## src/rtl/ea_pkg.sv

```systemverilog
package ea_pkg;
  typedef enum logic [2:0] {
    MD_IMP = 3'd0,
    MD_IMM = 3'd1,
    MD_ZPX = 3'd2,
    MD_ZPY = 3'd3,
    MD_REL = 3'd4,
    MD_IZX = 3'd5,
    MD_IZY = 3'd6,
    MD_RSV = 3'd7
  } eaMode_e;

  // strobes from the sequencer to the datapath
  typedef struct packed {
    logic load;     // latch mode inputs
    logic issueOp;  // read operand at pc, bump pc
    logic capOp;    // capture operand byte
    logic issueLo;  // read pointer low byte
    logic issueHi;  // read pointer high byte
    logic capLo;    // capture pointer low byte
    logic capHi;    // capture pointer high byte
  } eaStrb_t;
endpackage

```

## src/rtl/ea_ctrl.sv

```systemverilog
module ea_ctrl
  import ea_pkg::*;
(
  input  logic    clk,
  input  logic    rstN,
  input  logic    start,
  input  logic [2:0] modeIn,
  output eaStrb_t strb,
  output eaMode_e curMode,
  output logic    memRd,
  output logic    done,
  output logic    busy
);
  typedef enum logic [2:0] {
    S_IDLE, S_OPISS, S_OPWAIT, S_LOISS, S_HIISS, S_HIWAIT, S_DONE
  } seqSt_e;

  seqSt_e stQ, stD;
  eaMode_e newMode;

  assign newMode = eaMode_e'(modeIn);

  function automatic logic fetchesOp(input eaMode_e m);
    return (m != MD_IMP) && (m != MD_RSV);
  endfunction

  function automatic logic isIndirect(input eaMode_e m);
    return (m == MD_IZX) || (m == MD_IZY);
  endfunction

  always_comb begin
    stD = stQ;
    unique case (stQ)
      S_IDLE:   if (start) stD = fetchesOp(newMode) ? S_OPISS : S_DONE;
      S_OPISS:  stD = S_OPWAIT;
      S_OPWAIT: stD = isIndirect(curMode) ? S_LOISS : S_DONE;
      S_LOISS:  stD = S_HIISS;
      S_HIISS:  stD = S_HIWAIT;
      S_HIWAIT: stD = S_DONE;
      S_DONE:   stD = S_IDLE;
      default:  stD = S_IDLE;
    endcase
  end

  always_comb begin
    strb         = '0;
    strb.load    = (stQ == S_IDLE) && start;
    strb.issueOp = (stQ == S_OPISS);
    strb.capOp   = (stQ == S_OPWAIT);
    strb.issueLo = (stQ == S_LOISS);
    strb.issueHi = (stQ == S_HIISS);
    strb.capLo   = (stQ == S_HIISS);
    strb.capHi   = (stQ == S_HIWAIT);
  end

  assign memRd = strb.issueOp | strb.issueLo | strb.issueHi;
  assign done  = (stQ == S_DONE);
  assign busy  = (stQ != S_IDLE);

  always_ff @(posedge clk or negedge rstN) begin
    if (!rstN) begin
      stQ     <= S_IDLE;
      curMode <= MD_IMP;
    end else begin
      stQ <= stD;
      if (strb.load) curMode <= newMode;
    end
  end
endmodule

```

## src/rtl/ea_dpath.sv

```systemverilog
module ea_dpath
  import ea_pkg::*;
#(
  parameter int DATA_W = 8,
  localparam int ADDR_W = 2 * DATA_W,
  localparam int PAD_W  = ADDR_W - DATA_W
) (
  input  logic              clk,
  input  logic              rstN,
  input  eaStrb_t           strb,
  input  eaMode_e           curMode,
  input  logic [DATA_W-1:0] idxX,
  input  logic [DATA_W-1:0] idxY,
  input  logic [ADDR_W-1:0] pcIn,
  input  logic [DATA_W-1:0] memData,
  output logic [ADDR_W-1:0] memAddr,
  output logic              addrValid,
  output logic [ADDR_W-1:0] effAddr,
  output logic [DATA_W-1:0] operand,
  output logic [ADDR_W-1:0] pcOut
);
  logic [ADDR_W-1:0] pcQ;
  logic [DATA_W-1:0] xQ, yQ, opQ, loQ, hiQ;
  logic [DATA_W-1:0] ptrBase, ptrNext, zpSum;
  logic [ADDR_W-1:0] relOff, ptrWord;

  always_ff @(posedge clk or negedge rstN) begin
    if (!rstN) begin
      pcQ <= '0;
      xQ  <= '0;
      yQ  <= '0;
      opQ <= '0;
      loQ <= '0;
      hiQ <= '0;
    end else begin
      if (strb.load) begin
        pcQ <= pcIn;
        xQ  <= idxX;
        yQ  <= idxY;
      end else if (strb.issueOp) begin
        pcQ <= pcQ + ADDR_W'(1);
      end
      if (strb.capOp) opQ <= memData;
      if (strb.capLo) loQ <= memData;
      if (strb.capHi) hiQ <= memData;
    end
  end

  // page-zero arithmetic wraps at the byte width
  assign ptrBase = (curMode == MD_IZX) ? opQ + xQ : opQ;
  assign ptrNext = ptrBase + DATA_W'(1);
  assign zpSum   = opQ + ((curMode == MD_ZPY) ? yQ : xQ);
  assign relOff  = {{PAD_W{opQ[DATA_W-1]}}, opQ};
  assign ptrWord = {hiQ, loQ};

  always_comb begin
    memAddr = '0;
    if (strb.issueOp)      memAddr = pcQ;
    else if (strb.issueLo) memAddr = {{PAD_W{1'b0}}, ptrBase};
    else if (strb.issueHi) memAddr = {{PAD_W{1'b0}}, ptrNext};
  end

  always_comb begin
    effAddr   = '0;
    addrValid = 1'b1;
    unique case (curMode)
      MD_ZPX, MD_ZPY: effAddr = {{PAD_W{1'b0}}, zpSum};
      MD_REL:         effAddr = pcQ + relOff;
      MD_IZX:         effAddr = ptrWord;
      MD_IZY:         effAddr = ptrWord + {{PAD_W{1'b0}}, yQ};
      default:        addrValid = 1'b0;
    endcase
  end

  assign operand = opQ;
  assign pcOut   = pcQ;
endmodule

```

## src/rtl/ea_gen.sv

```systemverilog
module ea_gen
  import ea_pkg::*;
#(
  parameter int DATA_W = 8,
  localparam int ADDR_W = 2 * DATA_W
) (
  input  logic              clk,
  input  logic              rstN,
  input  logic              start,
  input  logic [2:0]        mode,
  input  logic [DATA_W-1:0] idxX,
  input  logic [DATA_W-1:0] idxY,
  input  logic [ADDR_W-1:0] pcIn,
  output logic              memRd,
  output logic [ADDR_W-1:0] memAddr,
  input  logic [DATA_W-1:0] memData,
  output logic              done,
  output logic              addrValid,
  output logic [ADDR_W-1:0] effAddr,
  output logic [DATA_W-1:0] operand,
  output logic [ADDR_W-1:0] pcOut
);
  eaStrb_t ctrlStrb;
  eaMode_e curMode;
  logic    busy;

  ea_ctrl ctrl_i (
    .clk     (clk),
    .rstN    (rstN),
    .start   (start),
    .modeIn  (mode),
    .strb    (ctrlStrb),
    .curMode (curMode),
    .memRd   (memRd),
    .done    (done),
    .busy    (busy)
  );

  ea_dpath #(.DATA_W(DATA_W)) dpath_i (
    .clk       (clk),
    .rstN      (rstN),
    .strb      (ctrlStrb),
    .curMode   (curMode),
    .idxX      (idxX),
    .idxY      (idxY),
    .pcIn      (pcIn),
    .memData   (memData),
    .memAddr   (memAddr),
    .addrValid (addrValid),
    .effAddr   (effAddr),
    .operand   (operand),
    .pcOut     (pcOut)
  );
endmodule

```

## config.mk

```make
export PLATFORM = sky130hd
export DESIGN_NAME = ea_gen
export DESIGN_NICKNAME = d
export VERILOG_FILES = /design/src/rtl/ea_pkg.sv /design/src/rtl/ea_ctrl.sv /design/src/rtl/ea_dpath.sv /design/src/rtl/ea_gen.sv
export SDC_FILE = /design/constraint.sdc
export NUM_CORES = 1
export LEC_CHECK = 0
export ABC_AREA = 1
export CORE_MARGIN = 3
export CORE_UTILIZATION = 56
export CTS_CLUSTER_SIZE = 20
export DETAILED_ROUTE_END_ITERATION = 7
export GPL_TIMING_DRIVEN = 0
export PLACE_DENSITY_LB_ADDON = 0.2
export SKIP_LAST_GASP = 1
export SLEW_MARGIN = 20
export SYNTH_ARGS = -nofsm -noshare
export SYNTH_HDL_FRONTEND = slang
export SYNTH_SLANG_ARGS = --single-unit
```

## constraint.sdc

```tcl
create_clock -name clk -period 4.2 [get_ports clk]
set_input_delay 0.42 -clock clk [delete_from_list [all_inputs] [get_ports clk]]
set_output_delay 0.42 -clock clk [all_outputs]
set_load 0.005 [all_outputs]
```

==> metrics.md <==
| Metric | Value |
|---|---|
| Synth-to-Final Area Change | `26.5%` |
| Die area | `11100 um2` |
| Int Power | `3.19 mW` |
| Final Total Pwr | `6.43 mW` |
| Setup violators final | `0` |
| Clock-pin slew on the worst setup and hold paths | `0.08 ns` |
| Initial Utilization | `0.590` |
| P_sw | `3.24 mW` |
| Comb power frac | `0.686` |
| PwrDens | `916 nW/um2` |
| Number of global-route vias before repair | `5876` |
| Worst slew margin | `0.538` |
| # DRC | `0` |
| Die X-Extent | `106 um` |
| Layout cells sized above 1 | `0.0598` |
| Sw Share | `0.504` |
| CTS tree | `built` |
| Total congestion overflow | `0` |
| Register area share after synthesis | `0.279` |
| RSZ-0062 raised after global routing | `no` |
| FP Rows | `35` |
| Yosys warnings | `0` |
| Per-cell routed wire length | `16.7 um` |
| Mapped Area | `5550 um2` |
| Vias per std cell | `5.76` |
| Post-CTS Setup Inserts | `0` |
| Cts-stage hold buffer count | `0` |
| Worst hold path type | `input pin to async pin` |
| Leak | `3.42 nW` |
| Status | `completed` |
| Max Transition Viols Final | `0` |
| Antenna Diode Count | `0` |
| Pin count of the biggest net entering global routing | `35` |
| Post-synthesis cell type count | `51` |
| PortBufs | `104` |
| Syn Area/Cell | `6.67 um2` |
| Critical path class | `flop to output port` |
| R2r setup slk | `2.14 ns` |
| Clock Power Share | `0.104` |
| Hold Vio Cnt, Final | `0` |
| Synthesized Nets | `921` |
| TNS Setup | `0 ns` |
| Worst Setup End Kind | `output port` |
| Post-route cell area | `7020 um2` |
| Chip Height | `106 um` |
| Area of placed instances | `6770 um2` |
| Number of routed nets with antenna violations | `0` |
| Fillers | `779` |
| Total Wirelength | `18.1 mm` |
| Total CTS buffers | `9` |
| #FFs+latches synth | `62` |
| Drt first pass iters | `5` |
| Worst-path maximum fanout | `10` |
| Final period util | `0.927` |
| H-tree lvl count | `3` |
| Overall Global Routing Usage | `0.327` |
| Clock skew | `0.0105 ns` |
| Seq pwr share | `0.210` |
| WP data arrival | `3.48 ns` |
| CTS Root Cell | `clkbuf_8` |
| Nets | `1037` |
| Global-route wire length before repair | `29.1 mm` |
| VDD IR max | `480 uV` |
| Worst Tran Pin Value | `0.691 ns` |
| Ports | `105` |
| Critical path data required time | `3.78 ns` |
| Max-Cap Viols | `0` |
| Cells after Synth | `832` |
| Startpoint Class | `flop` |
| Final GP Congestion | `0.913` |
| Clk sinks | `62` |
| Skew-Pair Late Insertion Delay | `0.35 ns` |
| Post-CTS resize count | `0` |
| Longest Clk Path Bufs | `2` |
| Initial antenna violation count | `0` |
| Iteration-0 DRC Markers | `438` |
| Vias post-DR | `6231` |
| Maximum clock frequency | `257 MHz` |
| Fin crit period | `3.90 ns` |
| Core Area | `9420 um2` |
| HPWL after DPL | `14.2 mm` |
==> Yosys cell counts (all sizes together) <==
master / count / area share
mux2i: 1 / 0.0018
dfrtp: 62 / 0.28
o22ai: 3 / 0.0034
xor2: 6 / 0.0095
nor2: 60 / 0.047
a21oi: 48 / 0.044
nor3: 11 / 0.014
o221ai: 7 / 0.011
o21ai: 83 / 0.075
nor4: 1 / 0.0011
or2: 5 / 0.0056
and2: 1 / 0.0011
a221oi: 1 / 0.0016
fa: 4 / 0.014
nand4: 13 / 0.015
mux2: 1 / 0.0020
nand3: 61 / 0.058
o211ai: 7 / 0.0095
a211oi: 5 / 0.0068
buf: 10 / 0.012
clkbuf: 10 / 0.0068
a31oi: 4 / 0.0045
clkinv: 1 / 0.00068
o21bai: 3 / 0.0041
o31ai: 2 / 0.0027
a21boi: 2 / 0.0027
a21o: 4 / 0.0054
o2111ai: 1 / 0.0016
nand3b: 5 / 0.0068
o21a: 1 / 0.0014
a2bb2oi: 1 / 0.0016
ha: 39 / 0.088
o21ba: 1 / 0.0018
o311ai: 1 / 0.0016
inv: 110 / 0.074
xnor2: 5 / 0.0079
a32oi: 1 / 0.0016
nand2: 249 / 0.17
a311oi: 2 / 0.0032
==> worst paths after layout <==
check                                               from                        endpoint  cells after the start
setup / recovery           ctrl_i.curMode[2]$_DFFE_PN0P_                      effAddr[6]                     14
hold / removal                                      rstN      dpath_i.hiQ[3]$_DFFE_PN0P_                      1
setup reg to reg               ctrl_i.stQ[1]$_DFFE_PN0P_       ctrl_i.stQ[2]$_DFFE_PN0P_                      8
hold reg to reg               dpath_i.hiQ[5]$_DFFE_PN0P_      dpath_i.hiQ[5]$_DFFE_PN0P_                      2
max in group asynchronous                           rstN  dpath_i.operand[6]$_DFFE_PN0P_                      2
min in group clk              dpath_i.hiQ[5]$_DFFE_PN0P_      dpath_i.hiQ[5]$_DFFE_PN0P_                      2
==> layout by cell type, fill, tap and decap left out, types with 5 or more instances in the layout <==
master	n
clkbuf_1	10
clkbuf_8	10
o21ai_0	80
nand3b_1	5
nand2_2	6
xnor2_1	5
xor2_1	6
nand2_1	242
nor2_1	54
inv_1	105
nor3_1	9
a21oi_1	47
dfrtp_1	62
inv_2	5
o221ai_1	7
ha_1	39
a211oi_1	5
clkdlybuf4s50_1	103
nand3_1	58
buf_2	6
o211ai_1	7
nand4_1	13
==> power groups by stage <==
| stage | sequential, mW | combinational (mW) | clock, mW |
|---|---|---|---|
| 2_1_floorplan | 1.19 | 2.80 | 0 |
| 3_3_place_gp | 1.33 | 4.21 | 0 |
| 3_5_place_dp | 1.34 | 4.32 | 0 |
| 4_1_cts | 1.33 | 4.36 | 0.673 |
| 5_1_grt | 1.39 | 4.93 | 0.705 |
| 6_report | 1.35 | 4.41 | 0.671 |
==> registers in the layout (all words and copies together), names as in the netlist <==
register	cells
dpath_i.pcOut	16
dpath_i.hiQ	8
dpath_i.loQ	8
dpath_i.operand	8
dpath_i.xQ	8
dpath_i.yQ	8
ctrl_i.curMode	3
ctrl_i.stQ	3
==> layout make-up <==
cell class                      instances  area [um2]  area share
Buffer                                 20         106      0.0151
Clock buffer                           11         141      0.0201
Clock inverter                          5         106      0.0151
Inverter                              111         417      0.0593
Multi-Input combinational cell        639        3480       0.496
Sequential cell                        62        1550       0.221
Tap cell                              129         161      0.0230
Timing Repair Buffer                  105        1060       0.151
==> cell families after synthesis <==
kind of cell | count (synthesis) | share of synthesized area
muxes | 2 | 0.00383
AOI/OAI and AO/OA | 177 | 0.183
DFF | 62 | 0.279
and+or+nand+nor | 406 | 0.320
adders and majority gates | 43 | 0.102
buffers and inverters | 131 | 0.0940
xor gates and xnor gates | 11 | 0.0173
==> metal layers <==
metal / part of all wire / global-route usage
met1: 0.42 / 0.421
met3: 0.072 / 0.0508
met2: 0.47 / 0.539
met4: 0.040 / 0.156
met5: 0 / 0
==> per-stage QoR <==
| step | setup WS, ns | hold WS (ns) | utilization | std cells |
|---|---|---|---|---|
| 5_1_grt | 0.0197 | 0.0395 | 0.746 | 1082 |
| 4_1_cts | 0.261 | 0.0190 | 0.746 | 1082 |
| 3_3_place_gp | 0.654 | 0.497 | 0.717 | 1065 |
| 6_report | 0.305 | 0.000824 | 0.746 | 1082 |
| 2_1_floorplan | 1.51 | 0.124 | - | 832 |
| 3_5_place_dp | 0.659 | 0.398 | 0.719 | 1066 |
==> worst max-delay path: stages, from the launching register on <==
cell	delay [ns]
dfrtp_1	0.41
inv_1	0.15
nand3_1	0.24
clkbuf_2	0.24
nand2_1	0.08
o21ai_0	0.14
fa_1	0.47
nand3_1	0.09
nand3_1	0.12
a21oi_1	0.17
o21ba_2	0.15
xnor2_1	0.12
nand2_1	0.10
nand4_1	0.12
clkdlybuf4s50_1	0.51
No activity file was read; power rests on OpenSTA's default activity.
